## src/rtl/ovl_pkg.sv

```systemverilog
package ovl_pkg;
  localparam int ADDR_W = 16;
  localparam int DATA_W = 8;

  // registered bus view, all strobes active high
  typedef struct packed {
    logic [ADDR_W-1:0] addr;
    logic [DATA_W-1:0] data;
    logic              fetch;
    logic              mreq;
    logic              iorq;
    logic              rd;
    logic              wr;
  } ovl_bus_t;
endpackage

```

## src/rtl/ovl_bus_sync.sv

```systemverilog
module ovl_bus_sync
  import ovl_pkg::*;
(
  input  logic              clk,
  input  logic              rst_n,
  input  logic              button,
  input  logic [ADDR_W-1:0] addr,
  input  logic [DATA_W-1:0] data_in,
  input  logic              m1_n,
  input  logic              mreq_n,
  input  logic              iorq_n,
  input  logic              rd_n,
  input  logic              wr_n,
  output ovl_bus_t          bus_q,
  output logic              fetch_stb,
  output logic              io_stb,
  output logic              iowr_stb,
  output logic              btn_stb
);
  logic fetch_d, io_d, iowr_d, btn_q, btn_d;
  logic fetch_now, io_now, iowr_now;

  always_ff @(posedge clk or negedge rst_n) begin
    if (!rst_n) begin
      bus_q  <= '0;
      btn_q  <= 1'b0;
      btn_d  <= 1'b0;
      fetch_d <= 1'b0;
      io_d    <= 1'b0;
      iowr_d  <= 1'b0;
    end else begin
      bus_q.addr  <= addr;
      bus_q.data  <= data_in;
      bus_q.fetch <= ~m1_n;
      bus_q.mreq  <= ~mreq_n;
      bus_q.iorq  <= ~iorq_n;
      bus_q.rd    <= ~rd_n;
      bus_q.wr    <= ~wr_n;
      btn_q   <= button;
      btn_d   <= btn_q;
      fetch_d <= fetch_now;
      io_d    <= io_now;
      iowr_d  <= iowr_now;
    end
  end

  assign fetch_now = bus_q.fetch & bus_q.mreq & bus_q.rd;
  assign io_now    = bus_q.iorq & (bus_q.rd | bus_q.wr);
  assign iowr_now  = bus_q.iorq & bus_q.wr;

  // one pulse at the start of each access
  assign fetch_stb = fetch_now & ~fetch_d;
  assign io_stb    = io_now & ~io_d;
  assign iowr_stb  = iowr_now & ~iowr_d;
  assign btn_stb   = btn_q & ~btn_d;
endmodule

```

## src/rtl/ovl_decode.sv

```systemverilog
module ovl_decode
  import ovl_pkg::*;
#(
  parameter logic [ADDR_W-1:0] VEC_ADDR = 16'h0066,
  parameter int                WIN_BITS = 13
) (
  input  logic [ADDR_W-1:0] addr,
  output logic              vec_hit,
  output logic              ctl_hit,
  output logic              ctl_in,
  output logic              snoop_hit,
  output logic              rom_win,
  output logic              ram_win
);
  localparam int HI_W = ADDR_W - WIN_BITS;

  logic [HI_W-1:0] blk;
  assign blk = addr[ADDR_W-1:WIN_BITS];

  // A0 is a don't-care so both vector bytes match
  assign vec_hit   = (addr[ADDR_W-1:1] == VEC_ADDR[ADDR_W-1:1]);
  assign ctl_hit   = addr[5] & addr[4] & addr[2];
  assign ctl_in    = addr[7];
  assign snoop_hit = ~addr[ADDR_W-1] & ~addr[1];
  assign rom_win   = (blk == HI_W'(0));
  assign ram_win   = (blk == HI_W'(1));
endmodule

```

## src/rtl/ovl_state.sv

```systemverilog
module ovl_state
  import ovl_pkg::*;
#(
  parameter int VID_BIT = 3
) (
  input  logic              clk,
  input  logic              rst_n,
  input  logic              btn_stb,
  input  logic              fetch_stb,
  input  logic              io_stb,
  input  logic              iowr_stb,
  input  logic              vec_hit,
  input  logic              ctl_hit,
  input  logic              ctl_in,
  input  logic              snoop_hit,
  input  logic              is_write,
  input  logic [DATA_W-1:0] data,
  output logic              nmi_pend,
  output logic              paged,
  output logic              stealth,
  output logic              vid_page
);
  logic arm, ctl_act;

  assign arm     = fetch_stb & vec_hit & nmi_pend;
  assign ctl_act = io_stb & ctl_hit & ~stealth;

  always_ff @(posedge clk or negedge rst_n) begin
    if (!rst_n) begin
      nmi_pend <= 1'b0;
      paged    <= 1'b0;
      stealth  <= 1'b0;
      vid_page <= 1'b0;
    end else begin
      if (arm)
        nmi_pend <= 1'b0;
      else if (btn_stb && !stealth)
        nmi_pend <= 1'b1;

      if (arm)
        paged <= 1'b1;
      else if (ctl_act)
        paged <= ctl_in;

      if (ctl_act && !ctl_in && is_write)
        stealth <= 1'b1;

      if (iowr_stb && snoop_hit)
        vid_page <= data[VID_BIT];
    end
  end
endmodule

```

## src/rtl/nmi_overlay_ctrl.sv

```systemverilog
module nmi_overlay_ctrl
  import ovl_pkg::*;
(
  input  logic        clk,
  input  logic        rst_n,
  input  logic        button,
  input  logic [15:0] addr,
  input  logic [7:0]  data_in,
  input  logic        m1_n,
  input  logic        mreq_n,
  input  logic        iorq_n,
  input  logic        rd_n,
  input  logic        wr_n,
  output logic        nmi_n,
  output logic        paged,
  output logic        stealth,
  output logic        vid_page,
  output logic        rom_cs_n,
  output logic        ram_cs_n,
  output logic        ram_we_n,
  output logic        host_off
);
  ovl_bus_t bus_q;
  logic fetch_stb, io_stb, iowr_stb, btn_stb;
  logic vec_hit, ctl_hit, ctl_in, snoop_hit, rom_win, ram_win;
  logic nmi_pend;

  ovl_bus_sync u_sync (
    .clk(clk), .rst_n(rst_n), .button(button), .addr(addr), .data_in(data_in),
    .m1_n(m1_n), .mreq_n(mreq_n), .iorq_n(iorq_n), .rd_n(rd_n), .wr_n(wr_n),
    .bus_q(bus_q), .fetch_stb(fetch_stb), .io_stb(io_stb),
    .iowr_stb(iowr_stb), .btn_stb(btn_stb)
  );

  ovl_decode u_dec (
    .addr(bus_q.addr), .vec_hit(vec_hit), .ctl_hit(ctl_hit), .ctl_in(ctl_in),
    .snoop_hit(snoop_hit), .rom_win(rom_win), .ram_win(ram_win)
  );

  ovl_state u_state (
    .clk(clk), .rst_n(rst_n), .btn_stb(btn_stb), .fetch_stb(fetch_stb),
    .io_stb(io_stb), .iowr_stb(iowr_stb), .vec_hit(vec_hit), .ctl_hit(ctl_hit),
    .ctl_in(ctl_in), .snoop_hit(snoop_hit), .is_write(bus_q.wr),
    .data(bus_q.data), .nmi_pend(nmi_pend), .paged(paged), .stealth(stealth),
    .vid_page(vid_page)
  );

  logic mem_acc;
  assign mem_acc  = bus_q.mreq & (bus_q.rd | bus_q.wr);
  assign nmi_n    = ~nmi_pend;
  assign rom_cs_n = ~(paged & mem_acc & rom_win & bus_q.rd);
  assign ram_cs_n = ~(paged & mem_acc & ram_win);
  assign ram_we_n = ~(paged & mem_acc & ram_win & bus_q.wr);
  assign host_off = paged & mem_acc & (rom_win | ram_win);
endmodule

```

## config.mk

```make
export PLATFORM = sky130hd
export DESIGN_NAME = nmi_overlay_ctrl
export DESIGN_NICKNAME = d
export VERILOG_FILES = /design/src/rtl/ovl_pkg.sv /design/src/rtl/ovl_bus_sync.sv /design/src/rtl/ovl_decode.sv /design/src/rtl/ovl_state.sv /design/src/rtl/nmi_overlay_ctrl.sv
export SDC_FILE = /design/constraint.sdc
export NUM_CORES = 1
export LEC_CHECK = 0
export BUFFER_PORTS_ARGS = -buffer_cell sky130_fd_sc_hd__buf_2
export CAP_MARGIN = 20
export CORE_MARGIN = 5
export CORE_UTILIZATION = 25
export DETAILED_ROUTE_END_ITERATION = 12
export HOLD_SLACK_MARGIN = 0.12
export PLACE_DENSITY = 0.57
export SYNTH_ARGS = -nofsm -noshare
export SYNTH_HDL_FRONTEND = slang
export SYNTH_SLANG_ARGS = --single-unit
```

## constraint.sdc

```tcl
create_clock -name clk -period 1.5 [get_ports clk]
set_input_delay 0.45 -clock clk [delete_from_list [all_inputs] [get_ports clk]]
set_output_delay 0.45 -clock clk [all_outputs]
set_load 0.1 [all_outputs]
```

==> results.txt, run 1 <==
The post-layout minimum cycle time came out at 1848 ps. The layout filler cell count came out at 374. The first global-routing pass estimated 3284 um of wire.

The number of nets with antenna violations after detailed routing is 0. After the first detailed-routing iteration, the DRC count stood at 18. The final count of negative-setup-slack endpoints came out at 5. The worst slack after detailed placement is -120.9 ps. The maximum fanout count along the critical path came out at 3.

In this run the worst hold path is classified as in2async. The biggest cell delay along the critical path came out at 430 ps. The cell count after placement is 150. The total half-perimeter wirelength after legalization and detailed placement is 1506 um.

The flop and latch count out of synthesis is 30. The worst setup path is of the reg2out kind. The floorplan has 22 rows. Relative to the synthesized area, the layout overhead comes to 52.68%. The cell with the largest stage delay on the worst path is sky130_fd_sc_hd__dfrtp_2. In this run the tool buffered the top-level ports with 31 buffer cells. The mean area per synthesized cell came out at 15.82 sq um. The count of buffering cells on the critical path with inverters included is 2. Global routing used 8.516% of the available tracks across all layers. The final count of pins violating max slew came out at 0.

The signal arrival time at the worst endpoint came out at 1400 ps. In this run the vertical extent of the chip is 72.64 um. Summing all placed instances gives a cell area of 1413 sq um.

The routed via count divided by cell count came out at 4.013. Walking the worst path, the cells encountered are nor4_4, buf_4, buf_12. The share of synthesized area occupied by flip-flops and latches is 76.53%. After technology mapping, the gate count stands at 62.

The largest net degree at the start of global routing is 26. The CTS sink count is 30. The post-layout net count is 141.

The via count of the first global-routing pass is 723. Dividing total power by cell area gives a power density of 1251 nW/um^2. The mean routed wirelength per cell is 11.61 um. The number of nets in the synthesized netlist is 94. The number of H-tree branching levels is 2. The routed layout has 634 vias. The clock latency of the later-clocked register in the worst-skew pair is 270 ps.

The flow ran to the end, but the final reports show violations. The initial antenna violation count is 0. The maximum clock frequency came out at 0.5411 GHz. The total standard cell area after synthesis came out at 980.9 sq um. Headroom to the max-slew limit came out at 65.12%. The final worst-path cycle share is 123.2%. The total of max-cap violations came out at 0. The leakage power figure is 0.6973 nW. The chip width is 72.64 um. The fraction of synthesis flops using an asynchronous set or reset pin came out at 100.0%. The peak supply drop came out at 0.6122 mV. The initial utilization of the core area, before any placement, comes to 26.20%. The biggest area contributor in the post-synthesis netlist is sky130_fd_sc_hd__dfrtp_1.

In the post-route analysis, the smallest setup slack over all paths is -348.1 ps. The transition time at the pin with the least slew margin came out at 523.2 ps. The share of final-layout standard cells stronger than drive strength 1 came out at 51.82%. The required time at the endpoint of the critical path is 1050 ps. The CTS buffer count came out at 5. The leftover overflow at the end of global routing is 0.

Hold repair after CTS inserted 0 buffers. The number of hold violations in the final report came out at 0. The placer's final routability congestion estimate is 0.8069. Yosys attributes the largest share of cell area to sky130_fd_sc_hd__dfrtp_1, sky130_fd_sc_hd__inv_1, sky130_fd_sc_hd__nor4_2, sky130_fd_sc_hd__nor4b_4, sky130_fd_sc_hd__nor4b_1. The number of standard cells in the final layout excluding fillers is 158. The startpoint type of the worst setup path is a register. The number of remaining DRC errors is 0.

Wires add up to 1834 um. The count of TritonRoute iterations in the first routing pass is 2. The tree is rooted in a sky130_fd_sc_hd__clkbuf_8. The maximum buffer depth of the clock tree came out at 2. Yosys printed 0 warnings. The synthesized netlist contains 22 unique library cells. The number of flops mapped to enable cells by yosys is 0.

The area fraction of the dominant cell type after synthesis came out at 76.53%. The category of cells accounting for the largest share of critical-path delay is flip-flops. The worst clock skew is 5.349 ps. The clock-pin slew on the worst setup and hold paths is 60 ps.

The area of the core region is 3744 sq um. The kind of capture point of the worst setup path is a primary output. The repair_antennas step left the layout with diodes totalling 0. Setup repair after global routing could not meet its margin everywhere. The I/O pin count came out at 40. The total power came out at 1.873 mW. The area of the die is 5277 sq um. The CTS tree is done. The total non-filler cell area in the finished layout is 1498 sq um. The dominant synthesized flop cell is sky130_fd_sc_hd__dfrtp_1.

The final reports fail on setup timing.
==> kinds of logic after synthesis <==
| group | synth area share (%) |
|---|---|
| AND/OR/NAND/NOR | 16.33 |
| flip-flops | 76.53 |
| buffers and inverters | 2.679 |
| AO/OA/AOI/OAI | 2.296 |
| multiplexers | 2.168 |
==> through the flow <==
stage	setup TNS [ps]	util, %	hold slack [ps]
floorplan	-4619	-	154.4
global placement	-188.1	37.73	359.2
detailed placement	-319.5	37.73	362.8
CTS	-1379	39.97	166.2
global route	-1659	40.01	206.0
finish	-1268	40.01	154.8
==> metal layers <==
| layer | wire length (um) | vias to the layer above | track usage (%) | part of all wire (%) |
|---|---|---|---|---|
| met5 | 0 | - | 0 | 0 |
| met4 | 63 | 0 | 6.762 | 3.4 |
| met3 | 80 | 5 | 2.893 | 4.4 |
| met2 | 954 | 15 | 13.23 | 52 |
| met1 | 735 | 314 | 9.454 | 40 |
| li1 | - | 300 | - | - |
==> synthesized netlist by cell type, types with 2 or more instances <==
library cell,n
sky130_fd_sc_hd__dfrtp_1,30
sky130_fd_sc_hd__inv_1,7
sky130_fd_sc_hd__nand2_1,4
sky130_fd_sc_hd__nor4_2,2
sky130_fd_sc_hd__nor4b_1,2
==> cell type report <==
| class | count | area (sq um) | area share, % |
|---|---|---|---|
| Sequential cell | 30 | 757.0 | 50.54 |
| Timing Repair Buffer | 40 | 346.6 | 23.14 |
| Multi-Input combinational cell | 25 | 227.7 | 15.20 |
| Clock buffer | 8 | 80.08 | 5.347 |
| Tap cell | 48 | 60.06 | 4.010 |
| Inverter | 7 | 26.28 | 1.754 |
==> report_power, final <==
group | total [mW] | leakage [nW] | internal [mW] | switching, mW
logic | 0.382 | 0.309 | 0.156 | 0.226
clock network | 0.576 | 0.0395 | 0.328 | 0.248
registers | 0.915 | 0.349 | 0.871 | 0.0440
==> registers in the layout (all words and copies together) (netlist names) <==
register,flops
u_sync.fetch_d,1
u_state.vid_page,1
u_state.stealth,1
u_sync.bus_q,21
u_sync.btn_q,1
u_sync.btn_d,1
u_sync.iowr_d,1
u_state.paged,1
u_state.nmi_pend,1
u_sync.io_d,1
==> path summary, 6_finish.rpt <==
path                                   from                to  slack [ps]  cells past startpoint
max reg2reg                u_sync.bus_q[28]  u_state.vid_page         210                      3
min in group clk                    addr[9]  u_sync.bus_q[22]         280                      1
min                                   rst_n  u_sync.bus_q[26]         150                      1
min reg2reg                    u_sync.btn_q      u_sync.btn_d         370                      0
max in group asynchronous             rst_n  u_sync.bus_q[24]         850                      2
max                        u_sync.bus_q[28]          host_off        -350                      3
==> placed cells by master (no fill, tap or decap), drive strengths merged <==
master,count
o22a,1
a31o,1
dfrtp,30
and2,1
nand3,1
buf,40
nor4b,3
nand4,1
inv,7
nor2b,1
nor3b,1
nand4bb,1
nor2,1
mux2i,1
nor4,2
nand2,4
clkbuf,8
nand4b,1
nor3,2
and3,1
o21ai,1
mux2,1
==> timing repair <==
| item | in CTS | in global routing |
|---|---|---|
| buffers inserted | 0 | 1 |
| setup endpoints to repair | 5 | 5 |
| pin swaps | 1 | 1 |
| gates resized for setup | 1 | 2 |
Power figures use the tool's default switching activity.
==> run 2, diff against run 1 <==
Clock period 1.5 ns to 1.9 ns, I/O delays scaled along.
==> run 2 against run 1 <==
Compared with the run above: the flow still finishes with violations (setup timing); clock power down 18%; routed wire length up 0.76%; die area unchanged; final area down 7.4%; combinational power down 40%; utilization down 2.9 points; critical path depth unchanged; flip-flop and latch count unchanged; global-route usage down 0.31 points; clock skew about the same; sequential power down 21%; first-iteration DRC count down 39%; critical endpoint unchanged.
==> results.txt, run 2 (same netlist as run 1, synthesis figures left out) <==
The remaining max-slew budget at the tightest pin is 56.96% (-8.2 points). The signal arrival time at the worst endpoint is 1400 ps (about the same). The required time at the endpoint of the critical path is 1330 ps (+280 ps).

The initial antenna violation count came to 0 (unchanged). The clock-pin slew on the worst setup and hold paths was 60 ps (about the same). The cell count after placement came out at 143 (-4.7%). The flop-to-flop setup slack came out at 610 ps (+400 ps). The critical path goes through nor4_4, buf_4, buf_12.

The count of TritonRoute iterations in the first routing pass came to 2 (unchanged). The routed via count divided by cell count came out at 4.000 (-0.32%). The transition time at the pin with the least slew margin came to 645.6 ps (+122.4 ps).

The worst slack after detailed placement came to 161.5 ps (+282.4 ps). Setup repair after global routing could not meet its margin everywhere. The clock latency of the later-clocked register in the worst-skew pair came out at 280 ps (about the same). The share of final-layout standard cells stronger than drive strength 1 was 51.43% (-0.39 points). The initial cell density of the core is 26.20% (unchanged).

More flip-flops sit in one register than any other, and that register is u_sync.bus_q. The worst clock skew was 5.243 ps (-0.1059 ps). The library cell used as clock root buffer is sky130_fd_sc_hd__clkbuf_8. The leakage power figure came to 0.6548 nW (-6.1%). The number of cells traversed by the worst register-to-register path was 3 (unchanged). The area of the die came out at 5277 sq um (unchanged). The total of max-cap violations is 0 (unchanged).

The peak supply drop came out at 0.4703 mV (-23%). The maximum buffer depth of the clock tree came to 2 (unchanged). The chip width was 72.64 um (unchanged). The final count of pins violating max slew was 0 (unchanged). The category of cells accounting for the largest share of critical-path delay is flip-flops. The flow ran to the end, but the final reports show violations. The most common cell after layout, fill and taps aside is sky130_fd_sc_hd__dfrtp_1. The number of hold violations in the final report came out at 0 (unchanged). The checks that failed: setup timing.

The standard cell area after detailed placement came to 1284 sq um (-9.1%). The maximum fanout count along the critical path came out at 3 (unchanged). The utilization of the core after routing is 37.07% (-2.9 points). The I/O pin count is 40 (unchanged). In this run the critical register-to-register path is captured at u_state.vid_page. The number of standard cells in the final layout excluding fillers came out at 153 (-3.2%). The met1 track demand over resource in global routing is 8.601% (-0.85 points). The worst path in the final design needs a cycle of 1969 ps, including I/O delays and setup.

The wire length of the first global-routing pass came to 3174 um (-3.3%). The placer's final routability congestion estimate was 0.7961 (-1.3%). The final worst slack is -68.60 ps (+279.5 ps). The final worst-path cycle share is 103.6%. The count of buffering cells on the critical path with inverters included came out at 2 (unchanged).

TritonCTS built the clock tree. The number of antenna repair diodes is 0 (unchanged). The power density normalized to cell area came to 1022 nW/um^2 (-18%). The biggest cell delay along the critical path is 410 ps (-20 ps). The number of flip-flops under the largest register name came out at 21 (unchanged). The area of the core region came out at 3744 sq um (unchanged). The number of remaining DRC errors came to 0 (unchanged). The kind of capture point of the worst setup path is a primary output. The post-layout net count came out at 136 (-3.5%).

The final count of negative-setup-slack endpoints was 3 (-2). The combined global-route utilization of all metal layers came out at 8.203% (-0.31 points). The mean routed wirelength per cell came out at 12.08 um (+4.1%). The worst setup path is of the reg2out kind. The CTS sink count came to 30 (unchanged). The met2 track demand over resource in global routing came out at 13.23% (unchanged). The layer flagged by global routing as most heavily used is met2. In the layout the commonest cells are sky130_fd_sc_hd__dfrtp_1, sky130_fd_sc_hd__buf_2, sky130_fd_sc_hd__inv_1, sky130_fd_sc_hd__clkbuf_8, sky130_fd_sc_hd__buf_4. The post-cts hold buffer count came to 0 (unchanged). The CTS buffer count came out at 5 (unchanged).

The startpoint identified for the worst register-to-register timing path is u_sync.bus_q[28]. Compared with the post-synthesis result, the final layout area differs by 41.45%. The sum of routed wire length over all layers is 1848 um (+0.76%). The largest net degree at the start of global routing is 31 (+19%).

The met3 track demand over resource came out at 3.994% (+1.1 points). The leftover overflow at the end of global routing is 0 (unchanged). Timing would allow up to 0.5080 GHz. The overall die height came to 72.64 um (unchanged).

The count of input and output buffers came out at 31 (unchanged). For this design, the slowest cell found on the critical path is sky130_fd_sc_hd__dfrtp_1. The starting DRC count in detailed routing is 11 (-7).

The total half-perimeter wirelength after legalization and detailed placement is 1374 um (-8.8%). The total number of vias is 612 (-3.5%). The number of nets with antenna violations after detailed routing came to 0 (unchanged). The worst setup path is launched from a register. The min-delay analysis places its worst path in the category in2async.

The via count of the first global-routing pass came out at 699 (-3.3%). The number of rows created at floorplan is 22 (unchanged). The number of H-tree branching levels came out at 2 (unchanged). The total non-filler cell area in the finished layout was 1388 sq um (-7.4%).
==> run 2: final cells by class <==
type / instances / area, sq um
sequential: 30 / 755.7
tap: 48 / 60.06
fill: 392 / 2356
inverter: 7 / 26.28
clock buffer: 6 / 72.57
clock inverter: 2 / 10.01
timing repair buffer: 35 / 232.7
multi-input combinational: 25 / 230.2
==> run 2: how the worst max path moves through the flow <==
stage / startpoint / to / slack, ps / cells after the start
final: u_sync.bus_q[27] / host_off / -70 / 3
after global routing: u_sync.bus_q[27] / host_off / -130 / 3
after CTS: u_sync.bus_q[1] / host_off / -80 / 4
after detailed placement: u_state.paged / host_off / 160 / 4
after global placement: u_state.paged / host_off / 170 / 4
after floorplan: u_state.paged / ram_we_n / -1410 / 3
==> run 2: timing repair <==
item                       4_1_cts  5_1_grt
pin swaps                        1        1
setup endpoints to repair        4        4
resized for setup                3        0
cloned                           0        0
setup buffers                    1        1
==> run 2: metal layers <==
metal,part of all wire (%),vias up
li1,-,291
met1,39,300
met2,53,17
met3,5.3,4
met4,3.0,0
met5,0,-
==> run 2: report_power, final <==
| group | switching [mW] | leakage (nW) | internal, mW | total (mW) |
|---|---|---|---|---|
| clock | 0.217 | 0.0450 | 0.253 | 0.470 |
| sequential | 0.0326 | 0.350 | 0.686 | 0.719 |
| combinational | 0.169 | 0.260 | 0.0609 | 0.230 |
==> run 2: worst reg2reg max path, stage by stage, from the launching register on <==
cell,delay (ps)
sky130_fd_sc_hd__dfrtp_2,430
sky130_fd_sc_hd__buf_4,150
sky130_fd_sc_hd__nor4b_4,260
sky130_fd_sc_hd__mux2_1,340
==> run 2: per-stage QoR <==
step	power, mW	TNS [ps]	hold WS, ps
global placement	0.9556	0	360.4
detailed placement	0.9602	0	359.5
global route	1.490	-335.9	365.3
finish	1.418	-128.3	315.5
CTS	1.445	-159.0	322.7
floorplan	0.8839	-3478	274.4
